--- src/rtl/rfsh_pkg.sv ---
package rfsh_pkg;
  typedef enum logic [2:0] {
    ST_RUN,    // normal traffic, distributed refresh
    ST_ENTER,  // waiting for grant of the entry CBR cycle
    ST_HOLD,   // RAS held low, device refreshing itself
    ST_WAKE,   // RAS high recovery window
    ST_BURST   // catch-up burst over all rows
  } sched_st_t;
endpackage

--- src/rtl/rfsh_interval_timer.sv ---
module rfsh_interval_timer #(
  parameter int STD_CYC = 1560,
  parameter int EXT_CYC = 12500
) (
  input  logic clk,
  input  logic rst,
  input  logic run,
  input  logic long_sel,
  output logic tick
);
  localparam int MAXC = (EXT_CYC > STD_CYC) ? EXT_CYC : STD_CYC;
  localparam int CW   = $clog2(MAXC + 1);

  logic [CW-1:0] cnt;
  logic [CW-1:0] reload;

  assign reload = long_sel ? CW'(EXT_CYC - 1) : CW'(STD_CYC - 1);
  assign tick   = run && (cnt == '0);

  always_ff @(posedge clk) begin
    if (rst || !run)       cnt <= reload;
    else if (cnt == '0)    cnt <= reload;
    else                   cnt <= cnt - 1'b1;
  end
endmodule

--- src/rtl/rfsh_pend_counter.sv ---
module rfsh_pend_counter #(
  parameter int MAX_PEND = 8
) (
  input  logic clk,
  input  logic rst,
  input  logic clr,
  input  logic inc,
  input  logic dec,
  output logic any
);
  localparam int PW = $clog2(MAX_PEND + 1);

  logic [PW-1:0] cnt;

  assign any = (cnt != '0);

  always_ff @(posedge clk) begin
    if (rst || clr) begin
      cnt <= '0;
    end else begin
      unique case ({inc, dec && any})
        2'b10:   if (cnt != PW'(MAX_PEND)) cnt <= cnt + 1'b1;
        2'b01:   cnt <= cnt - 1'b1;
        default: cnt <= cnt;
      endcase
    end
  end
endmodule

--- src/rtl/rfsh_row_counter.sv ---
module rfsh_row_counter #(
  parameter int ROWS = 1024
) (
  input  logic                    clk,
  input  logic                    rst,
  input  logic                    adv,
  output logic [$clog2(ROWS)-1:0] row
);
  localparam int RW = $clog2(ROWS);

  always_ff @(posedge clk) begin
    if (rst)                           row <= '0;
    else if (adv && row == RW'(ROWS - 1)) row <= '0;
    else if (adv)                      row <= row + 1'b1;
  end
endmodule

--- src/rtl/dram_rfsh_sched.sv ---
module dram_rfsh_sched
  import rfsh_pkg::*;
#(
  parameter int ROWS      = 1024,
  parameter int TCLK_PS   = 10000,
  parameter int STD_CYC   = 15_600_000 / TCLK_PS,
  parameter int EXT_CYC   = 125_000_000 / TCLK_PS,
  parameter int MAX_PEND  = 8,
  parameter int TRASS_CYC = 10000,
  parameter int TRPS_CYC  = 11
) (
  input  logic                    clk,
  input  logic                    rst,
  input  logic                    long_budget,
  input  logic                    row_mode,
  input  logic                    sleep_req,
  input  logic                    rfsh_gnt,
  output logic                    rfsh_req,
  output logic                    rfsh_ras_only,
  output logic [$clog2(ROWS)-1:0] rfsh_row,
  output logic                    ras_hold,
  output logic                    awake
);
  localparam int SEQ_MAX0 = (TRASS_CYC > TRPS_CYC) ? TRASS_CYC : TRPS_CYC;
  localparam int SEQ_MAX  = (ROWS > SEQ_MAX0) ? ROWS : SEQ_MAX0;
  localparam int SW       = $clog2(SEQ_MAX + 1);

  sched_st_t     st;
  logic [SW-1:0] seq;
  logic          mode_q;
  logic          tick;
  logic          pend_any;
  logic          gnt_ok;
  logic          in_run;

  assign in_run        = (st == ST_RUN);
  assign rfsh_req      = (in_run && pend_any) || (st == ST_ENTER) || (st == ST_BURST);
  assign rfsh_ras_only = (st == ST_BURST) || (in_run && mode_q);
  assign ras_hold      = (st == ST_HOLD);
  assign awake         = in_run;
  assign gnt_ok        = rfsh_req && rfsh_gnt;

  rfsh_interval_timer #(.STD_CYC(STD_CYC), .EXT_CYC(EXT_CYC)) u_timer (
    .clk(clk), .rst(rst), .run(in_run), .long_sel(long_budget), .tick(tick)
  );

  rfsh_pend_counter #(.MAX_PEND(MAX_PEND)) u_pend (
    .clk(clk), .rst(rst), .clr(!in_run), .inc(tick),
    .dec(gnt_ok && in_run), .any(pend_any)
  );

  rfsh_row_counter #(.ROWS(ROWS)) u_row (
    .clk(clk), .rst(rst), .adv(gnt_ok && rfsh_ras_only), .row(rfsh_row)
  );

  always_ff @(posedge clk) begin
    if (rst) mode_q <= 1'b0;
    else     mode_q <= row_mode;
  end

  always_ff @(posedge clk) begin
    if (rst) begin
      st  <= ST_RUN;
      seq <= '0;
    end else begin
      unique case (st)
        ST_RUN:
          if (sleep_req && !pend_any && !tick) st <= ST_ENTER;
        ST_ENTER:
          if (gnt_ok) begin
            st  <= ST_HOLD;
            seq <= SW'(TRASS_CYC - 1);
          end
        ST_HOLD:
          if (seq != '0) seq <= seq - 1'b1;
          else if (!sleep_req) begin
            st  <= ST_WAKE;
            seq <= SW'(TRPS_CYC - 1);
          end
        ST_WAKE:
          if (seq != '0) seq <= seq - 1'b1;
          else if (mode_q) begin
            st  <= ST_BURST;
            seq <= SW'(ROWS - 1);
          end else begin
            st <= ST_RUN;
          end
        ST_BURST:
          if (gnt_ok) begin
            if (seq == '0) st <= ST_RUN;
            else           seq <= seq - 1'b1;
          end
        default: st <= ST_RUN;
      endcase
    end
  end
endmodule

--- config.mk ---
export PLATFORM = sky130hd
export DESIGN_NAME = dram_rfsh_sched
export DESIGN_NICKNAME = d
export VERILOG_FILES = /design/src/rtl/rfsh_pkg.sv /design/src/rtl/rfsh_interval_timer.sv /design/src/rtl/rfsh_pend_counter.sv /design/src/rtl/rfsh_row_counter.sv /design/src/rtl/dram_rfsh_sched.sv
export SDC_FILE = /design/constraint.sdc
export NUM_CORES = 1
export LEC_CHECK = 0
export BUFFER_PORTS_ARGS = -buffer_cell sky130_fd_sc_hd__clkbuf_2
export CORE_ASPECT_RATIO = 0.8
export CORE_UTILIZATION = 45
export CTS_BUF_LIST = sky130_fd_sc_hd__clkbuf_4 sky130_fd_sc_hd__clkbuf_8
export CTS_CLUSTER_SIZE = 10
export DETAILED_ROUTE_END_ITERATION = 16
export PLACE_DENSITY = 0.71
export SLEW_MARGIN = 5
export SYNTH_ARGS = -nofsm -noshare
export SYNTH_HDL_FRONTEND = slang
export SYNTH_SLANG_ARGS = --single-unit
--- constraint.sdc ---
create_clock -name clk -period 5.63 [get_ports clk]
set_input_delay 0 -clock clk [delete_from_list [all_inputs] [get_ports clk]]
set_output_delay 0 -clock clk [all_outputs]
set_load 0.03 [all_outputs]
==> impl_metrics.csv, run 1 <==
group,metric,value,unit
clock_network,clock_sinks,46,
finish,antenna_cells,0,
grt,grt_first_pass_wirelength,10.4,mm
synth,synthArstFlopShare,0,%
timing,tightest_slew,984,ps
clock_network,clkLatencyLatePin,290,ps
critical_path,cp_common_cell,"ha_1",
finish,multi_input_area,1620,um2
synth,ys_ff_latch,46,
synth,synth_nets,331,
synth,synth_area_leader_cell,"dfxtp_1",
critical_path,path_cells,"inv_1, ha_1, or4b_1, nor4_4, nor2_1, nand2_1, xnor2_1, ha_1, or4_1, a21o_1, a21oi_1",
routing,initialDrtViolationCount,237,
critical_path,crit_arrival,3030,ps
routing,drc,0,
critical_path,reg2reg_slack,2820,ps
grt,overflow,0,
routing,wl_per_cell,14.4,um
worst_hold_path,min_to,"u_timer.cnt[6]",
place,placed_area,2770,um2
finish,area_growth,9.77,%
clock_network,root_buffer,"clkbuf_8",
critical_path,crit_required,5850,ps
critical_path,cp_slowest_stage_delay,530,ps
floorplan,fp.dieArea,6170,um2
synth,synth_edf_count,0,
critical_path,timing.rr.end,"u_pend.cnt[2]",
grt,antenna_found_initial,0,
worst_hold_path,min_from,"long_budget",
clock_network,cts-buffers-inserted,5,
timing,skew,4.78,ps
critical_path,critPathKind,"reg2reg",
grt,track_usage,21.6,%
synth,postSynthAreaPerCell,8.27,um2
timing,final_max_slew_viol_count,0,
clock_network,clkTransAtPathRegs,80,ps
synth,yosys_most_used_dff,"dfxtp_1",
synth,synth.top_cell.area_share,34.9,%
floorplan,die_x,87.6,um
timing,tns,0,ps
finish,fillers,509,
finish,drive_gt1_share,12.6,%
timing,rsz0062_at_grt,"no",
clock_network,post_cts_buffers,0,
routing,viasPerCell,5.74,
place,port_buffers,19,
power_and_ir_drop,leakagePower,1.09,nW
floorplan,die_y,70.5,um
place,gp_congestion,0.859,
routing,vias,2361,
floorplan,io_pins,20,
critical_path,crit_buf_inv,1,
synth,synth_area,2640,um2
place,hpwlAfterDp,4.36,mm
finish,regArea,921,um2
grt,grt_pass1_vias,2186,
worst_hold_path,min_path_type,"in2reg",
synth,synth_area_leaders,"dfxtp_1 (35%), xnor2_1 (5.0%), nor2_1 (4.6%)",
clock_network,htreeDepth,2,
timing,relSlewSlack,34.3,%
finish,stdcell_area,2900,um2
power_and_ir_drop,pwr_density_cell,321,nW/um2
timing,hold_viol,0,
clock_network,clockBufferDepth,2,
floorplan,core-area,5560,um2
critical_path,critPathTopFamily,"simple AND/OR/NAND/NOR gates",
clock_network,cts_tree,"yes",
critical_path,startpoint_type,"register",
grt,grt_max_degree,22,
critical_path,worst_path_max_delay_cell,"or4_1",
timing,max_freq,356,MHz
routing,routed_wl,5.93,mm
job,max-cap-violations,0,
power_and_ir_drop,finalPower,0.928,mW
timing,setup_violations,0,
critical_path,worstSetupStartpoint,"u_timer.cnt[0]",
timing,min_period_over_period,49.9,%
timing,period_minus_slack,2810,ps
critical_path,reg2reg_depth,11,
synth,synthCells,319,
power_and_ir_drop,ir_drop,0.127,mV
routing,firstDrtPassIters,4,
status,status,"complete, no violations",
critical_path,reg2reg_from,"u_timer.cnt[0]",
synth,synth_warnings,0,
finish,fin_nets,345,
critical_path,crit_fanout,9,
synth,synth_seq_area_share,34.9,%
floorplan,initial_core_util,47.5,%
worst_hold_path,min_delay_path_depth,3,
synth,synth_cell_type_count,63,
floorplan,core.rowCount,24,
critical_path,endpoint_kind,"register",
routing,postRouteAntennaNets,0,
finish,final_util,52.1,%
## placed cells by master (no fill, tap or decap), types with 3 or more instances in the layout
master,count
or4_1,5
o21ai_0,8
nor2_1,32
or2_2,7
a311oi_1,3
xor2_1,5
a211oi_1,4
ha_1,6
a21o_1,3
xnor2_1,15
nand2b_1,4
nand2_1,28
nor2b_1,4
clkbuf_8,6
nor4_1,6
clkbuf_2,19
nor3_1,17
o31ai_1,3
mux2i_1,5
o2111ai_1,3
or3_1,8
a21oi_1,21
o41ai_1,4
and2_1,4
o21a_1,5
inv_1,10
nand3_1,9
dfxtp_1,46
## kinds of logic after synthesis
| family | Yosys count | share of synthesized area, % |
|---|---|---|
| AO/OA/AOI/OAI | 76 | 20.3 |
| XOR/XNOR | 20 | 6.64 |
| AND/OR/NAND/NOR | 143 | 29.8 |
| flip-flops | 46 | 34.9 |
| multiplexers | 5 | 1.90 |
| adder cells (fa/ha/maj) | 6 | 2.85 |
| buffers and inverters | 23 | 3.61 |
## synth_stat cells, drive strengths merged (2+ instances only)
cell type	instances
o2111ai	3
o311ai	3
nand2	28
a21oi	21
nor3	17
a221oi	3
a211oi	4
dfxtp	46
nand2b	4
o221ai	2
o41ai	4
or4b	2
nor2	33
nand3	9
or3b	2
or3	8
mux2i	5
inv	10
xor2	5
a311oi	3
a21o	3
and4	2
or2	8
nor2b	4
clkbuf	7
o31a	2
o31ai	3
or4	6
o21ai	9
nor4b	2
buf	6
o21a	5
a31oi	2
nor4	8
nor3b	2
xnor2	15
and2	5
ha	6
## worst reg2reg max path, delay by kind of cell, from the launching register on
family	cells	cell delay [ps]
and+or+nand+nor	5	1630
adders and majority gates	2	340
DFF	1	330
AOI/OAI and AO/OA	2	290
buffers and inverters	1	90
xor gates and xnor gates	1	70
## how the worst max path moves through the flow
stage / end / slack, ps / cells after the start
after floorplan: u_pend.cnt[2] / 2910 / 8
after global placement: u_pend.cnt[2] / 2890 / 11
after detailed placement: u_pend.cnt[2] / 2820 / 11
after CTS: u_pend.cnt[2] / 2800 / 11
after global routing: u_pend.cnt[2] / 2600 / 11
final: u_pend.cnt[2] / 2820 / 11
## flip-flops by register name, indices dropped and copies added, names as in the netlist
register / cells
u_pend.cnt: 4
seq: 14
u_row.row: 10
mode_q: 1
u_timer.cnt: 14
st: 3
## through the flow
step | hold slack [ps] | instances | setup WS [ps]
floorplan | 128 | 319 | 2910
global placement | 230 | 403 | 2890
detailed placement | 227 | 403 | 2820
CTS | 26.8 | 411 | 2800
global route | 23.0 | 411 | 2600
finish | 35.9 | 411 | 2820
## layout make-up
cell class | count | area share [%]
clock inverters | 1 | 1.04
inverters | 10 | 1.30
flip-flops and latches | 46 | 31.8
well taps | 78 | 3.37
multi-input cells | 250 | 56.0
repair buffers | 20 | 3.63
clock buffers | 6 | 2.85
## timing repair
item,in CTS,in global routing
hold buffers,1,0
resized for setup,0,0
hold endpoints to repair,1,0
## power breakdown
| part | leakage [nW] | switching [mW] | internal [mW] | total, mW |
|---|---|---|---|---|
| logic | 0.655 | 0.176 | 0.104 | 0.281 |
| clock network | 0.0573 | 0.106 | 0.142 | 0.248 |
| registers | 0.376 | 0.0428 | 0.357 | 0.400 |
## metal layers
layer / up-vias / track usage, % / share of wire, %
li1: 1208 / - / -
met3: 2 / 6.38 / 6.2
met4: 0 / 4.74 / 0.51
met2: 68 / 30.3 / 41
met1: 1083 / 32.1 / 52
met5: - / 0 / 0
No activity file was read; power rests on OpenSTA's default activity.
==> run 2, diff against run 1 <==
==> constraint.sdc (replaced) <==
create_clock -name clk -period 2.8 [get_ports clk]
set_input_delay 0 -clock clk [delete_from_list [all_inputs] [get_ports clk]]
set_output_delay 0 -clock clk [all_outputs]
set_load 0.03 [all_outputs]
==> run 2 against run 1 <==
Net effect: setup slack worse by 2600 ps; total power up 110%; clock power up 110%; non-clock buffer count up 9; routed wire length up 3.5%; sequential power up 100%; clock skew up 6.0 ps; combinational power up 110%; cell count up 2.4%; sequential share of layout area down 0.75 points; hold slack better by 31 ps; critical path depth unchanged.
==> impl_metrics.csv, run 2 (synthesized netlist as in run 1, its figures left out) <==
group,metric,value,unit
timing,setup_violations,0,
clock_network,root_buffer,"clkbuf_8",
clock_network,clkTransAtPathRegs,100,ps
floorplan,fp.dieArea,6170,um2
floorplan,io_pins,20,
place,dp_slack,257,ps
clock_network,htreeDepth,2,
finish,fillers,538,
timing,min_period_over_period,92.0,%
power_and_ir_drop,power.share.sequential,42.0,%
critical_path,crit_fanout,4,
power_and_ir_drop,pwr_density_cell,643,nW/um2
finish,drive_gt1_share,14.9,%
grt,overflow,0,
finish,fin_nets,354,
critical_path,startpoint_type,"register",
routing,vias,2410,
floorplan,die_x,87.6,um
clock_network,cts-buffers-inserted,5,
timing,setup_ws,225,ps
power_and_ir_drop,combPwrFrac,31.2,%
critical_path,endpoint_kind,"register",
grt,track_usage,21.1,%
timing,tightest_slew,1010,ps
grt,grt_first_pass_wirelength,10.3,mm
power_and_ir_drop,p_sw,0.692,mW
timing,timing.hold.ws,67.1,ps
floorplan,initial_core_util,47.5,%
clock_network,clkLatencyLatePin,300,ps
grt,grt_max_degree,21,
finish,top_regs,"seq x14, u_timer.cnt x14, u_row.row x10",
timing,period_minus_slack,2580,ps
timing,relSlewSlack,31.9,%
clock_network,clockBufferDepth,2,
timing,max_freq,388,MHz
grt,grt_pass1_vias,2157,
clock_network,clock_sinks,46,
critical_path,critPathKind,"reg2reg",
power_and_ir_drop,finalPower,1.91,mW
clock_network,cts_tree,"yes",
timing,hold_viol,0,
finish,final_cell_mix,"dfxtp_1 (46), nor2_1 (32), nand2_1 (28), a21oi_1 (21), clkbuf_2 (19)",
floorplan,core-area,5560,um2
status,status,"complete, no violations",
routing,postRouteAntennaNets,0,
critical_path,crit_arrival,2810,ps
power_and_ir_drop,clockPowerShare,26.8,%
timing,tns,0,ps
routing,routed_wl,6.14,mm
critical_path,crit_required,3030,ps
grt,antenna_found_initial,0,
timing,skew,10.8,ps
job,max-cap-violations,0,
power_and_ir_drop,leakagePower,1.13,nW
floorplan,die_y,70.5,um
finish,stdcell_area,2970,um2
finish,area_growth,12.4,%
power_and_ir_drop,intPower,1.21,mW
routing,firstDrtPassIters,4,
worst_hold_path,min_path_type,"in2reg",
timing,rsz0062_at_grt,"no",
power_and_ir_drop,p_sw_share,36.3,%
timing,final_max_slew_viol_count,0,
place,port_buffers,19,
finish,final_common_cell,"dfxtp_1",
routing,initialDrtViolationCount,212,
floorplan,core.rowCount,24,
finish,antenna_cells,0,
place,hpwlAfterDp,4.47,mm
routing,drc,0,
routing,wl_per_cell,14.6,um
place,gp_congestion,0.906,
power_and_ir_drop,ir_drop,0.209,mV
place,placed_area,2830,um2
routing,viasPerCell,5.72,
[run 2: critical path, stage by stage (launching register included)]
cell	delay [ps]
dfxtp_1	350
inv_1	90
ha_1	130
or4b_1	500
nor4_4	180
nor2_1	70
nand2_1	80
xnor2_1	60
ha_1	190
or4_1	530
a21o_1	180
a21oi_1	130
[run 2: area by class of cell]
type	instances	area (um2)	area share, %
inverters	10	37.5	1.27
clock buffers	5	68.8	2.32
flip-flops and latches	46	921	31.1
multi-input cells	250	1620	54.7
repair buffers	29	175	5.91
clock inverters	3	43.8	1.48
well taps	78	97.6	3.29
[run 2: through the flow]
step | util [%] | std cells
3_5_place_dp | 51.0 | 411
2_1_floorplan | - | 319
6_report | 53.4 | 421
4_1_cts | 53.4 | 421
5_1_grt | 53.4 | 421
3_3_place_gp | 51.0 | 411
[run 2: worst paths after layout]
path	from	endpoint	slack (ps)	depth (start not counted)
min	rfsh_gnt	u_pend.cnt[3]	70	2
max	u_timer.cnt[0]	u_pend.cnt[2]	220	11
max reg2reg	u_timer.cnt[0]	u_pend.cnt[2]	220	11
min reg2reg	u_timer.cnt[0]	u_timer.cnt[0]	430	1
[run 2: timing repair]
| action | in CTS | in global routing |
|---|---|---|
| gates resized for setup | 0 | 0 |
| hold endpoints to repair | 2 | 0 |
| setup buffers | 0 | 0 |
| hold buffers | 2 | 0 |
[run 2: layer usage]
layer / share of wire [%] / vias up / track usage, % / wire length [um]
met5: 0 / - / 0 / 0
met2: 42 / 71 / 29.8 / 2550
met1: 52 / 1114 / 32.3 / 3210
met3: 5.6 / 4 / 4.49 / 342
met4: 0.47 / 0 / 5.28 / 29
li1: - / 1221 / - / -
[run 2: power groups by stage]
stage | clock (mW) | sequential, mW | combinational [mW]
6_report | 0.510 | 0.801 | 0.595
5_1_grt | 0.546 | 0.811 | 0.654
3_5_place_dp | 0 | 0.813 | 0.579
3_3_place_gp | 0 | 0.809 | 0.576
4_1_cts | 0.519 | 0.798 | 0.584
2_1_floorplan | 0 | 0.789 | 0.460
